===== config.mk =====
export PLATFORM = sky130hd
export DESIGN_NAME = periodic_timer
export DESIGN_NICKNAME = d
export VERILOG_FILES = /design/src/rtl/ptmr_pkg.sv /design/src/rtl/ptmr_ctrl_regs.sv /design/src/rtl/ptmr_count_fsm.sv /design/src/rtl/ptmr_read_mux.sv /design/src/rtl/periodic_timer.sv
export SDC_FILE = /design/constraint.sdc
export NUM_CORES = 1
export LEC_CHECK = 0
export BUFFER_PORTS_ARGS = -buffer_cell sky130_fd_sc_hd__buf_4
export CAP_MARGIN = 20
export CORE_ASPECT_RATIO = 2
export CORE_MARGIN = 4
export CORE_UTILIZATION = 50
export CTS_BUF_LIST = sky130_fd_sc_hd__clkbuf_8 sky130_fd_sc_hd__clkbuf_16
export DETAILED_ROUTE_END_ITERATION = 10
export PLACE_DENSITY = 0.75
export SETUP_SLACK_MARGIN = 0.05
export SLEW_MARGIN = 0
export SYNTH_ARGS = -nofsm -noshare
export SYNTH_HDL_FRONTEND = slang
export SYNTH_SLANG_ARGS = --single-unit

===== constraint.sdc =====
create_clock -name clk -period 2.8 [get_ports clk]
set_input_delay 0.42 -clock clk [delete_from_list [all_inputs] [get_ports clk]]
set_output_delay 0.42 -clock clk [all_outputs]
set_load 0.005 [all_outputs]

===== src/rtl/ptmr_pkg.sv =====
package ptmr_pkg;

    typedef enum logic [1:0] {
        SEL_RELOAD = 2'd0,
        SEL_CTRL   = 2'd1,
        SEL_COUNT  = 2'd2,
        SEL_NONE   = 2'd3
    } reg_sel_e;

    typedef enum logic [1:0] {
        ST_HALT = 2'd0,
        ST_RUN  = 2'd1,
        ST_WRAP = 2'd2
    } run_state_e;

    localparam int BIT_PEND = 0;
    localparam int BIT_IE   = 1;
    localparam int BIT_TE   = 2;
    localparam int CTRL_W   = 3;

endpackage


===== src/rtl/ptmr_ctrl_regs.sv =====
module ptmr_ctrl_regs
    import ptmr_pkg::*;
#(
    parameter int CNT_W = 16
) (
    input  logic             clk,
    input  logic             rst_n,
    input  logic             wr_en,
    input  logic [1:0]       wr_addr,
    input  logic [CNT_W-1:0] wr_data,
    input  logic             zero_evt,
    output logic [CNT_W-1:0] reload,
    output logic             irq_en,
    output logic             tmr_en,
    output logic             pend,
    output logic             reload_wr
);

    logic ctrl_wr;
    logic clr_req;

    assign reload_wr = wr_en && (reg_sel_e'(wr_addr) == SEL_RELOAD);
    assign ctrl_wr   = wr_en && (reg_sel_e'(wr_addr) == SEL_CTRL);
    assign clr_req   = ctrl_wr && wr_data[BIT_PEND];

    always_ff @(posedge clk or negedge rst_n) begin
        if (!rst_n) begin
            reload <= '1;
            irq_en <= 1'b0;
            tmr_en <= 1'b0;
        end else begin
            if (reload_wr) begin
                reload <= wr_data;
            end
            if (ctrl_wr) begin
                irq_en <= wr_data[BIT_IE];
                tmr_en <= wr_data[BIT_TE];
            end
        end
    end

    // Pending flag: a zero event has priority over a software clear
    always_ff @(posedge clk or negedge rst_n) begin
        if (!rst_n) begin
            pend <= 1'b0;
        end else if (zero_evt) begin
            pend <= 1'b1;
        end else if (clr_req) begin
            pend <= 1'b0;
        end
    end

    a_r6_sticky_pend: assert property (@(posedge clk) disable iff (!rst_n)
        (pend && !clr_req) |=> pend);

    a_r7_event_beats_clear: assert property (@(posedge clk) disable iff (!rst_n)
        zero_evt |=> pend);

    a_r6_clear_takes: assert property (@(posedge clk) disable iff (!rst_n)
        (clr_req && !zero_evt) |=> !pend);

    a_r5_reload_capture: assert property (@(posedge clk) disable iff (!rst_n)
        reload_wr |=> (reload == $past(wr_data)));

endmodule


===== src/rtl/ptmr_count_fsm.sv =====
module ptmr_count_fsm
    import ptmr_pkg::*;
#(
    parameter int CNT_W = 16
) (
    input  logic             clk,
    input  logic             rst_n,
    input  logic             tick,
    input  logic             tmr_en,
    input  logic [CNT_W-1:0] reload,
    input  logic             reload_wr,
    input  logic [CNT_W-1:0] wr_data,
    output logic [CNT_W-1:0] count,
    output logic             zero_evt
);

    localparam logic [CNT_W-1:0] ONE  = CNT_W'(1);
    localparam logic [CNT_W-1:0] ZERO = '0;

    run_state_e       st_q, st_nx;
    logic [CNT_W-1:0] cnt_q, cnt_nx;
    logic [CNT_W-1:0] step_val;

    // State and counter registers
    always_ff @(posedge clk or negedge rst_n) begin
        if (!rst_n) begin
            st_q  <= ST_HALT;
            cnt_q <= '1;
        end else begin
            st_q  <= st_nx;
            cnt_q <= cnt_nx;
        end
    end

    // Next state, next count and the zero event
    always_comb begin
        st_nx    = st_q;
        cnt_nx   = cnt_q;
        zero_evt = 1'b0;
        step_val = (cnt_q == ZERO) ? reload : (cnt_q - ONE);
        if (reload_wr) begin
            cnt_nx = wr_data;
            if (!tmr_en) begin
                st_nx = ST_HALT;
            end else if (wr_data == ZERO) begin
                st_nx = ST_WRAP;
            end else begin
                st_nx = ST_RUN;
            end
        end else begin
            unique case (st_q)
                ST_HALT: begin
                    if (tmr_en) begin
                        if (tick) begin
                            cnt_nx   = step_val;
                            zero_evt = (step_val == ZERO);
                            st_nx    = (step_val == ZERO) ? ST_WRAP : ST_RUN;
                        end else begin
                            st_nx = (cnt_q == ZERO) ? ST_WRAP : ST_RUN;
                        end
                    end
                end
                ST_RUN: begin
                    if (!tmr_en) begin
                        st_nx = ST_HALT;
                    end else if (tick) begin
                        cnt_nx = cnt_q - ONE;
                        if (cnt_q == ONE) begin
                            zero_evt = 1'b1;
                            st_nx    = ST_WRAP;
                        end
                    end
                end
                ST_WRAP: begin
                    if (!tmr_en) begin
                        st_nx = ST_HALT;
                    end else if (tick) begin
                        cnt_nx = reload;
                        if (reload == ZERO) begin
                            zero_evt = 1'b1;
                        end else begin
                            st_nx = ST_RUN;
                        end
                    end
                end
                default: begin
                    st_nx = ST_HALT;
                end
            endcase
        end
    end

    assign count = cnt_q;

    a_r2_step_down: assert property (@(posedge clk) disable iff (!rst_n)
        (tmr_en && tick && !reload_wr && cnt_q != ZERO) |=> (cnt_q == $past(cnt_q) - ONE));

    a_r2_no_tick_hold: assert property (@(posedge clk) disable iff (!rst_n)
        (!tick && !reload_wr) |=> $stable(cnt_q));

    a_r9_frozen: assert property (@(posedge clk) disable iff (!rst_n)
        (!tmr_en && !reload_wr) |=> $stable(cnt_q));

    a_r4_wrap_reload: assert property (@(posedge clk) disable iff (!rst_n)
        (tmr_en && tick && !reload_wr && cnt_q == ZERO) |=> (cnt_q == $past(reload)));

    a_r5_restart: assert property (@(posedge clk) disable iff (!rst_n)
        reload_wr |=> (cnt_q == $past(wr_data)));

    a_r3_wrap_means_zero: assert property (@(posedge clk) disable iff (!rst_n)
        (st_q == ST_WRAP) |-> (cnt_q == ZERO));

    a_r3_run_means_nonzero: assert property (@(posedge clk) disable iff (!rst_n)
        (st_q == ST_RUN) |-> (cnt_q != ZERO));

endmodule


===== src/rtl/ptmr_read_mux.sv =====
module ptmr_read_mux
    import ptmr_pkg::*;
#(
    parameter int CNT_W = 16
) (
    input  logic [1:0]       rd_addr,
    input  logic [CNT_W-1:0] reload,
    input  logic [CNT_W-1:0] count,
    input  logic             pend,
    input  logic             irq_en,
    input  logic             tmr_en,
    output logic [CNT_W-1:0] rd_data
);

    always_comb begin
        rd_data = '0;
        case (reg_sel_e'(rd_addr))
            SEL_RELOAD: rd_data = reload;
            SEL_COUNT:  rd_data = count;
            SEL_CTRL: begin
                rd_data[BIT_PEND] = pend;
                rd_data[BIT_IE]   = irq_en;
                rd_data[BIT_TE]   = tmr_en;
            end
            default: rd_data = '0;
        endcase
    end

endmodule


===== src/rtl/periodic_timer.sv =====
module periodic_timer
    import ptmr_pkg::*;
#(
    parameter int CNT_W = 16
) (
    input  logic             clk,
    input  logic             rst_n,
    input  logic             tick,
    input  logic             wr_en,
    input  logic [1:0]       wr_addr,
    input  logic [CNT_W-1:0] wr_data,
    input  logic [1:0]       rd_addr,
    output logic [CNT_W-1:0] rd_data,
    output logic             irq
);

    logic [CNT_W-1:0] reload;
    logic [CNT_W-1:0] count;
    logic             irq_en;
    logic             tmr_en;
    logic             pend;
    logic             reload_wr;
    logic             zero_evt;

    ptmr_ctrl_regs #(.CNT_W(CNT_W)) u_regs (
        .clk       (clk),
        .rst_n     (rst_n),
        .wr_en     (wr_en),
        .wr_addr   (wr_addr),
        .wr_data   (wr_data),
        .zero_evt  (zero_evt),
        .reload    (reload),
        .irq_en    (irq_en),
        .tmr_en    (tmr_en),
        .pend      (pend),
        .reload_wr (reload_wr)
    );

    ptmr_count_fsm #(.CNT_W(CNT_W)) u_fsm (
        .clk       (clk),
        .rst_n     (rst_n),
        .tick      (tick),
        .tmr_en    (tmr_en),
        .reload    (reload),
        .reload_wr (reload_wr),
        .wr_data   (wr_data),
        .count     (count),
        .zero_evt  (zero_evt)
    );

    ptmr_read_mux #(.CNT_W(CNT_W)) u_rd (
        .rd_addr (rd_addr),
        .reload  (reload),
        .count   (count),
        .pend    (pend),
        .irq_en  (irq_en),
        .tmr_en  (tmr_en),
        .rd_data (rd_data)
    );

    assign irq = pend & irq_en;

    a_r8_irq_needs_enable: assert property (@(posedge clk) disable iff (!rst_n)
        irq |-> irq_en);

    a_r10_zero_modulus: assert property (@(posedge clk) disable iff (!rst_n)
        (tmr_en && tick && !reload_wr && count == '0 && reload == '0) |=> (irq == irq_en));

    initial begin
        a_width_ok: assert (CNT_W >= CTRL_W);
    end

endmodule


==> results.json, run 1 <==
{
  "status": "finished clean",
  "cts_hold_buf": 0,
  "path_buf_inv": 2,
  "numClockSinks": 37,
  "syn-cell-area_um2": 2890,
  "critPathMaxFanout": 9,
  "powerDensity_nw_per_um2": 991,
  "synthCells": 354,
  "avgViaCountPerCell": 6.40,
  "crit_family": "simple AND/OR/NAND/NOR gates",
  "synth_flop_cell": "dfstp_2",
  "drt_first_pass_iters": 4,
  "clk_path_buf_depth": 2,
  "drive_above_1_share": 0.279,
  "routed_wl_mm": 8.90,
  "postLayoutCellArea_um2": 3340,
  "setup_viol": 0,
  "clkPwrFrac": 0.147,
  "tightest_slew_ns": 0.686,
  "cts_buffers": 5,
  "worstPathArrival_ns": 2.63,
  "switching_share": 0.450,
  "hp-class": "in -> async",
  "crit_path_end_kind": "register",
  "dpl.hpwl_mm": 6.53,
  "antenna_found_initial": 0,
  "port_buffers": 40,
  "rows": 38,
  "power_frac_seq": 0.365,
  "ys_seq_area_frac": 0.335,
  "yosys_warnings": 0,
  "cp.required_ns": 2.96,
  "cpPeakStageDelay_ns": 0.54,
  "gp_congestion": 0.930,
  "die_h_um": 115,
  "synthTopCellsByCount": "nand2_1, nor2_1, dfstp_2, clkbuf_1, mux2i_1",
  "num-fill-cells": 517,
  "synthMostInstantiatedCell": "nand2_1",
  "die_area_um2": 7120,
  "postPlaceCellArea_um2": 3220,
  "grt_pass1_wl_mm": 14.4,
  "pin_count": 41,
  "ys_types": 58,
  "cap_violations": 0,
  "fin_tns_setup_ns": 0,
  "path_class": "reg -> reg",
  "avgSynthCellArea_um2": 8.15,
  "rsz0062_at_grt": "false",
  "crit_path_start_kind": "register",
  "async_reset_ff_frac": 1.00,
  "regArea_um2": 966,
  "clk_pin_slew_ns": 0.08,
  "overflow": 0,
  "finalHoldViolations": 0,
  "fin_crit_ns": 2.47,
  "cts_tree": "yes",
  "htreeDepth": 2,
  "utilization": 0.606,
  "leakage_nw": 1.40,
  "grt_max_degree": 38,
  "drc": 0,
  "p_total_mw": 3.31,
  "finalNetCount": 414,
  "grt_use_met3": 0.0435,
  "vias": 2843,
  "synth_edf_count": 0,
  "slew_headroom": 0.543,
  "fmax_ghz": 0.405,
  "switchingPower_mw": 1.49,
  "area_delta_synth_final_pct": 15.8,
  "met2_usage": 0.456,
  "cts_root_buffer": "clkbuf_8",
  "multi_input_area_um2": 1770,
  "insertion_delay_ns": 0.30,
  "synth.top_cell.area_share": 0.291,
  "core_um2": 5520,
  "wl_per_cell_um": 20.0,
  "n_antenna_cell": 0,
  "skew_ns": 0.0135,
  "drt_iter0_markers": 138,
  "slowest_stage": "nor3b_2",
  "vdd_drop_max_mv": 0.785,
  "drtAntennaViolNets": 0,
  "track_usage": 0.274,
  "p_int_mw": 1.82,
  "combPwrFrac": 0.488,
  "grt_pass1_vias": 2883,
  "slew_viol_final": 0,
  "grt.met1_usage": 0.310,
  "ys_ff_latch": 37,
  "worstPathCellList": "inv_1 -> ha_1 -> nor3b_2 -> buf_4 -> o2111ai_1 -> a211oi_2 -> and4_1 -> a31o_2 -> a31oi_1",
  "synth_top_cell_by_area": "dfstp_2",
  "busiest_layer": "met2",
  "synth.area.top_cells": "dfstp_2, nand2_1, nor2_1",
  "synthesis.nets": 385,
  "start_util": 0.523,
  "die_x_um": 61.7,
  "post-route-period-util": 0.882
}
[final cells by class]
class                           count  share of cell area
Inverter                            7             0.00787
Multi-Input combinational cell    281               0.531
Tap cell                           60              0.0225
Clock inverter                      2              0.0101
Sequential cell                    37               0.289
Timing Repair Buffer               51               0.115
Clock buffer                        6              0.0247
[metrics by stage]
stage | cells | setup WS [ns] | hold WS (ns)
detailed placement | 436 | 0.0360 | 0.416
global placement | 436 | 0.0599 | 0.409
global route | 444 | 0.228 | 0.102
finish | 444 | 0.331 | 0.0843
CTS | 444 | 0.386 | 0.0844
floorplan | 354 | 0.308 | 0.124
[cell families (layout without fill, tap and decap cells)]
kind of cell	count (synthesis)	after routing	synth area share
compound gates	78	78	0.199
flops	37	37	0.335
mux	18	18	0.0633
simple gates	170	170	0.294
fa+ha+maj	7	7	0.0304
buf+inv	36	66	0.0538
xor+xnor	8	8	0.0243
[cells in the final DEF (no fill, tap or decap), types with 2 or more instances in the layout]
| master | synthesis | layout |
|---|---|---|
| nand2_1 | 64 | 64 |
| buf_4 | 1 | 51 |
| nor2_1 | 46 | 46 |
| dfstp_2 | 32 | 32 |
| mux2i_1 | 16 | 16 |
| o21ai_0 | 15 | 15 |
| a211oi_1 | 14 | 14 |
| o31ai_1 | 14 | 14 |
| nor4_1 | 11 | 11 |
| nor3_1 | 10 | 10 |
| inv_1 | 7 | 8 |
| ha_1 | 7 | 7 |
| nand4_1 | 6 | 6 |
| xor2_1 | 6 | 6 |
| a31oi_1 | 6 | 6 |
| clkbuf_8 | 0 | 6 |
| a21oi_1 | 5 | 5 |
| dfrtp_1 | 5 | 5 |
| nor2b_1 | 4 | 4 |
| nand3_1 | 4 | 4 |
| nand3b_1 | 3 | 3 |
| or4_1 | 3 | 3 |
| o2bb2ai_1 | 3 | 3 |
| and2_1 | 2 | 2 |
| nor3b_2 | 0 | 2 |
| mux2_2 | 2 | 2 |
| nor4_4 | 2 | 2 |
| nand2b_1 | 2 | 2 |
| nor4_2 | 2 | 2 |
| and4_1 | 2 | 2 |
| a32oi_1 | 2 | 2 |
| xnor2_1 | 2 | 2 |
| or2_2 | 2 | 2 |
| o211ai_1 | 2 | 2 |
| a22oi_1 | 2 | 2 |
[power groups by stage]
stage                     Clock [mW]  Combinational, mW  Sequential, mW
final                          0.486               1.62            1.21
after global placement             0               1.59            1.19
after floorplan                    0               1.30           0.977
after global routing           0.526               1.79            1.24
after CTS                      0.502               1.62            1.20
after detailed placement           0               1.61            1.20
[worst paths after layout]
| check | slack, ns | to | depth (start not counted) | from |
|---|---|---|---|---|
| max in group asynchronous | 2.35 | u_fsm.count[10]$_DFFE_PN1P_ | 1 | rst_n |
| worst max-delay path | 0.33 | u_fsm.st_q[0]$_DFFE_PN0P_ | 9 | u_fsm.count[1]$_DFFE_PN1P_ |
| worst min register to register | 0.48 | u_regs.reload[11]$_DFFE_PN1P_ | 2 | u_regs.reload[11]$_DFFE_PN1P_ |
| worst max register to register | 0.33 | u_fsm.st_q[0]$_DFFE_PN0P_ | 9 | u_fsm.count[1]$_DFFE_PN1P_ |
| min in group clk | 0.32 | u_regs.reload[7]$_DFFE_PN1P_ | 3 | wr_data[7] |
| worst min-delay path | 0.08 | u_regs.irq_en$_DFFE_PN0P_ | 1 | rst_n |
[sequential cells by signal, summed over array words and instances, names as in the netlist]
| register | count |
|---|---|
| u_regs.reload | 16 |
| u_regs.pend | 1 |
| u_regs.irq_en | 1 |
| u_fsm.count | 16 |
| u_regs.tmr_en | 1 |
| u_fsm.st_q | 2 |
[timing repair]
action	CTS	global route
resized for setup	1	0
setup buffers	0	0
endpoints found under the setup margin	1	0
[routing by layer]
layer / part of all wire / up-vias
li1: - / 1335
met1: 0.37 / 1360
met2: 0.51 / 112
met3: 0.055 / 36
met4: 0.064 / 0
met5: 0 / -
Power figures use the tool's default switching activity.
==> run 2: changes to the inputs <==
- CORE_UTILIZATION: 50 -> 34
- PLACE_DENSITY: 0.75 -> unset
- RECOVER_POWER: unset -> 50
==> results.json, run 2 (same netlist as run 1, synthesis figures left out) <==
{
  "status": "finished, violations left",
  "violations": "max-capacitance violations, max-slew violations",
  "fmax_ghz": 0.399,
  "slew_headroom": -0.349,
  "port_buffers": 40,
  "n_antenna_cell": 0,
  "dpl.hpwl_mm": 7.19,
  "rows": 47,
  "overflow": 0,
  "fin_tns_setup_ns": 0,
  "antenna_found_initial": 0,
  "setup_viol": 0,
  "area_delta_synth_final_pct": 18.2,
  "path_buf_inv": 2,
  "cts_tree": "yes",
  "numClockSinks": 37,
  "worstPathArrival_ns": 2.65,
  "powerDensity_nw_per_um2": 1000,
  "cts_resized": 0,
  "drt_first_pass_iters": 4,
  "drive_above_1_share": 0.269,
  "num-fill-cells": 853,
  "hold_path.startpoint": "wr_data[7]",
  "finalNetCount": 413,
  "pin_count": 41,
  "path_class": "reg -> reg",
  "tightest_slew_ns": 2.02,
  "postCtsSetupRepairBufs": 0,
  "crit_path_end_kind": "register",
  "die_area_um2": 10100,
  "rr_worst_depth": 9,
  "rr_startpoint": "u_fsm.count[1]$_DFFE_PN1P_",
  "slowest_stage": "nor3b_1",
  "cp.required_ns": 2.94,
  "cts_root_buffer": "clkbuf_16",
  "hold_path_depth": 3,
  "htreeDepth": 2,
  "crit_path_start_kind": "register",
  "utilization": 0.411,
  "rrSetupSlack_ns": 0.29,
  "post-route-period-util": 0.896,
  "drc": 0,
  "die_x_um": 73.1,
  "drt_iter0_markers": 165,
  "r2r-end": "u_fsm.st_q[0]$_DFFE_PN0P_",
  "final.setup.worst_slack_ns": 0.291,
  "layout_common_cells": "nand2_1, buf_4, nor2_1",
  "track_usage": 0.193,
  "slew_viol_final": 38,
  "finalHoldViolations": 0,
  "cpPeakStageDelay_ns": 0.56,
  "vdd_drop_max_mv": 0.564,
  "start_util": 0.348,
  "avgViaCountPerCell": 5.72,
  "cts_buffers": 5,
  "grt_pass1_wl_mm": 15.2,
  "routed_wl_mm": 9.42,
  "rsz0062_at_grt": "false",
  "vias": 2753,
  "core_um2": 8290,
  "cts_hold_buf": 0,
  "crit_family": "simple AND/OR/NAND/NOR gates",
  "gp_congestion": 0.938,
  "grt_max_degree": 38,
  "clk_pin_slew_ns": 0.06,
  "hp-class": "in -> reg",
  "hold_ws_ns": 0.346,
  "final_common_cell": "nand2_1",
  "hold_path_end": "u_regs.reload[7]$_DFFE_PN1P_",
  "drtAntennaViolNets": 0,
  "skew_ns": 0.00481,
  "clk_path_buf_depth": 2,
  "grt_pass1_vias": 2916,
  "place_ws_ns": 0.285,
  "insertion_delay_ns": 0.29,
  "wl_per_cell_um": 19.6,
  "critPathMaxFanout": 7,
  "die_h_um": 138,
  "worstPathCellList": "inv_1 -> ha_1 -> nor3b_1 -> buf_4 -> o2111ai_1 -> a211oi_2 -> and4_1 -> a31o_2 -> a31oi_1",
  "fin_crit_ns": 2.51,
  "leakage_nw": 1.40,
  "cap_violations": 1
}
run 2: where the power goes:
part | switching (mW) | internal, mW
combinational | 0.920 | 0.680
clock | 0.226 | 0.377
sequential | 0.380 | 0.843
total | 1.53 | 1.90
run 2: metal layers:
layer	routed length (um)	GRT usage	up-vias
met5	0	0	-
met4	276	0.0963	0
met3	272	0.0196	16
met2	5310	0.353	67
met1	3560	0.210	1332
li1	-	-	1338
run 2: through the flow:
step	cell area, um^2	total power, mW	instances
4_1_cts	3420	3.44	481
3_3_place_gp	3260	2.80	473
2_1_floorplan	2890	2.28	354
5_1_grt	3410	3.66	481
6_report	3410	3.43	481
3_5_place_dp	3260	2.82	473
run 2: worst reg2reg max path: stages, from the launching register on:
cell and delay, ns:
dfstp_2 0.39, inv_1 0.12, ha_1 0.18, nor3b_1 0.56, buf_4 0.27, o2111ai_1 0.14, a211oi_2 0.22, and4_1 0.26
a31o_2 0.17, a31oi_1 0.07
run 2: area by class of cell:
class	count	area (um^2)	area share
timing repair buffer	50	368	0.108
inverter	7	26.3	0.00771
multi-input combinational	281	1770	0.519
clock inverter	1	5.00	0.00147
tap	98	123	0.0360
clock buffer	7	153	0.0448
sequential	37	966	0.283
run 2: worst max-delay path by stage:
| stage | startpoint | slack [ns] | cells after the start | to |
|---|---|---|---|---|
| after CTS | u_fsm.count[1]$_DFFE_PN1P_ | 0.27 | 9 | u_fsm.st_q[0]$_DFFE_PN0P_ |
| after global placement | u_fsm.count[1]$_DFFE_PN1P_ | 0.36 | 9 | u_fsm.st_q[0]$_DFFE_PN0P_ |
| after detailed placement | u_fsm.count[1]$_DFFE_PN1P_ | 0.29 | 9 | u_fsm.st_q[0]$_DFFE_PN0P_ |
| after global routing | u_fsm.count[1]$_DFFE_PN1P_ | 0.13 | 9 | u_fsm.st_q[0]$_DFFE_PN0P_ |
| final | u_fsm.count[1]$_DFFE_PN1P_ | 0.29 | 9 | u_fsm.st_q[0]$_DFFE_PN0P_ |
| after floorplan | u_fsm.count[0]$_DFFE_PN1P_ | 0.31 | 10 | u_fsm.st_q[0]$_DFFE_PN0P_ |
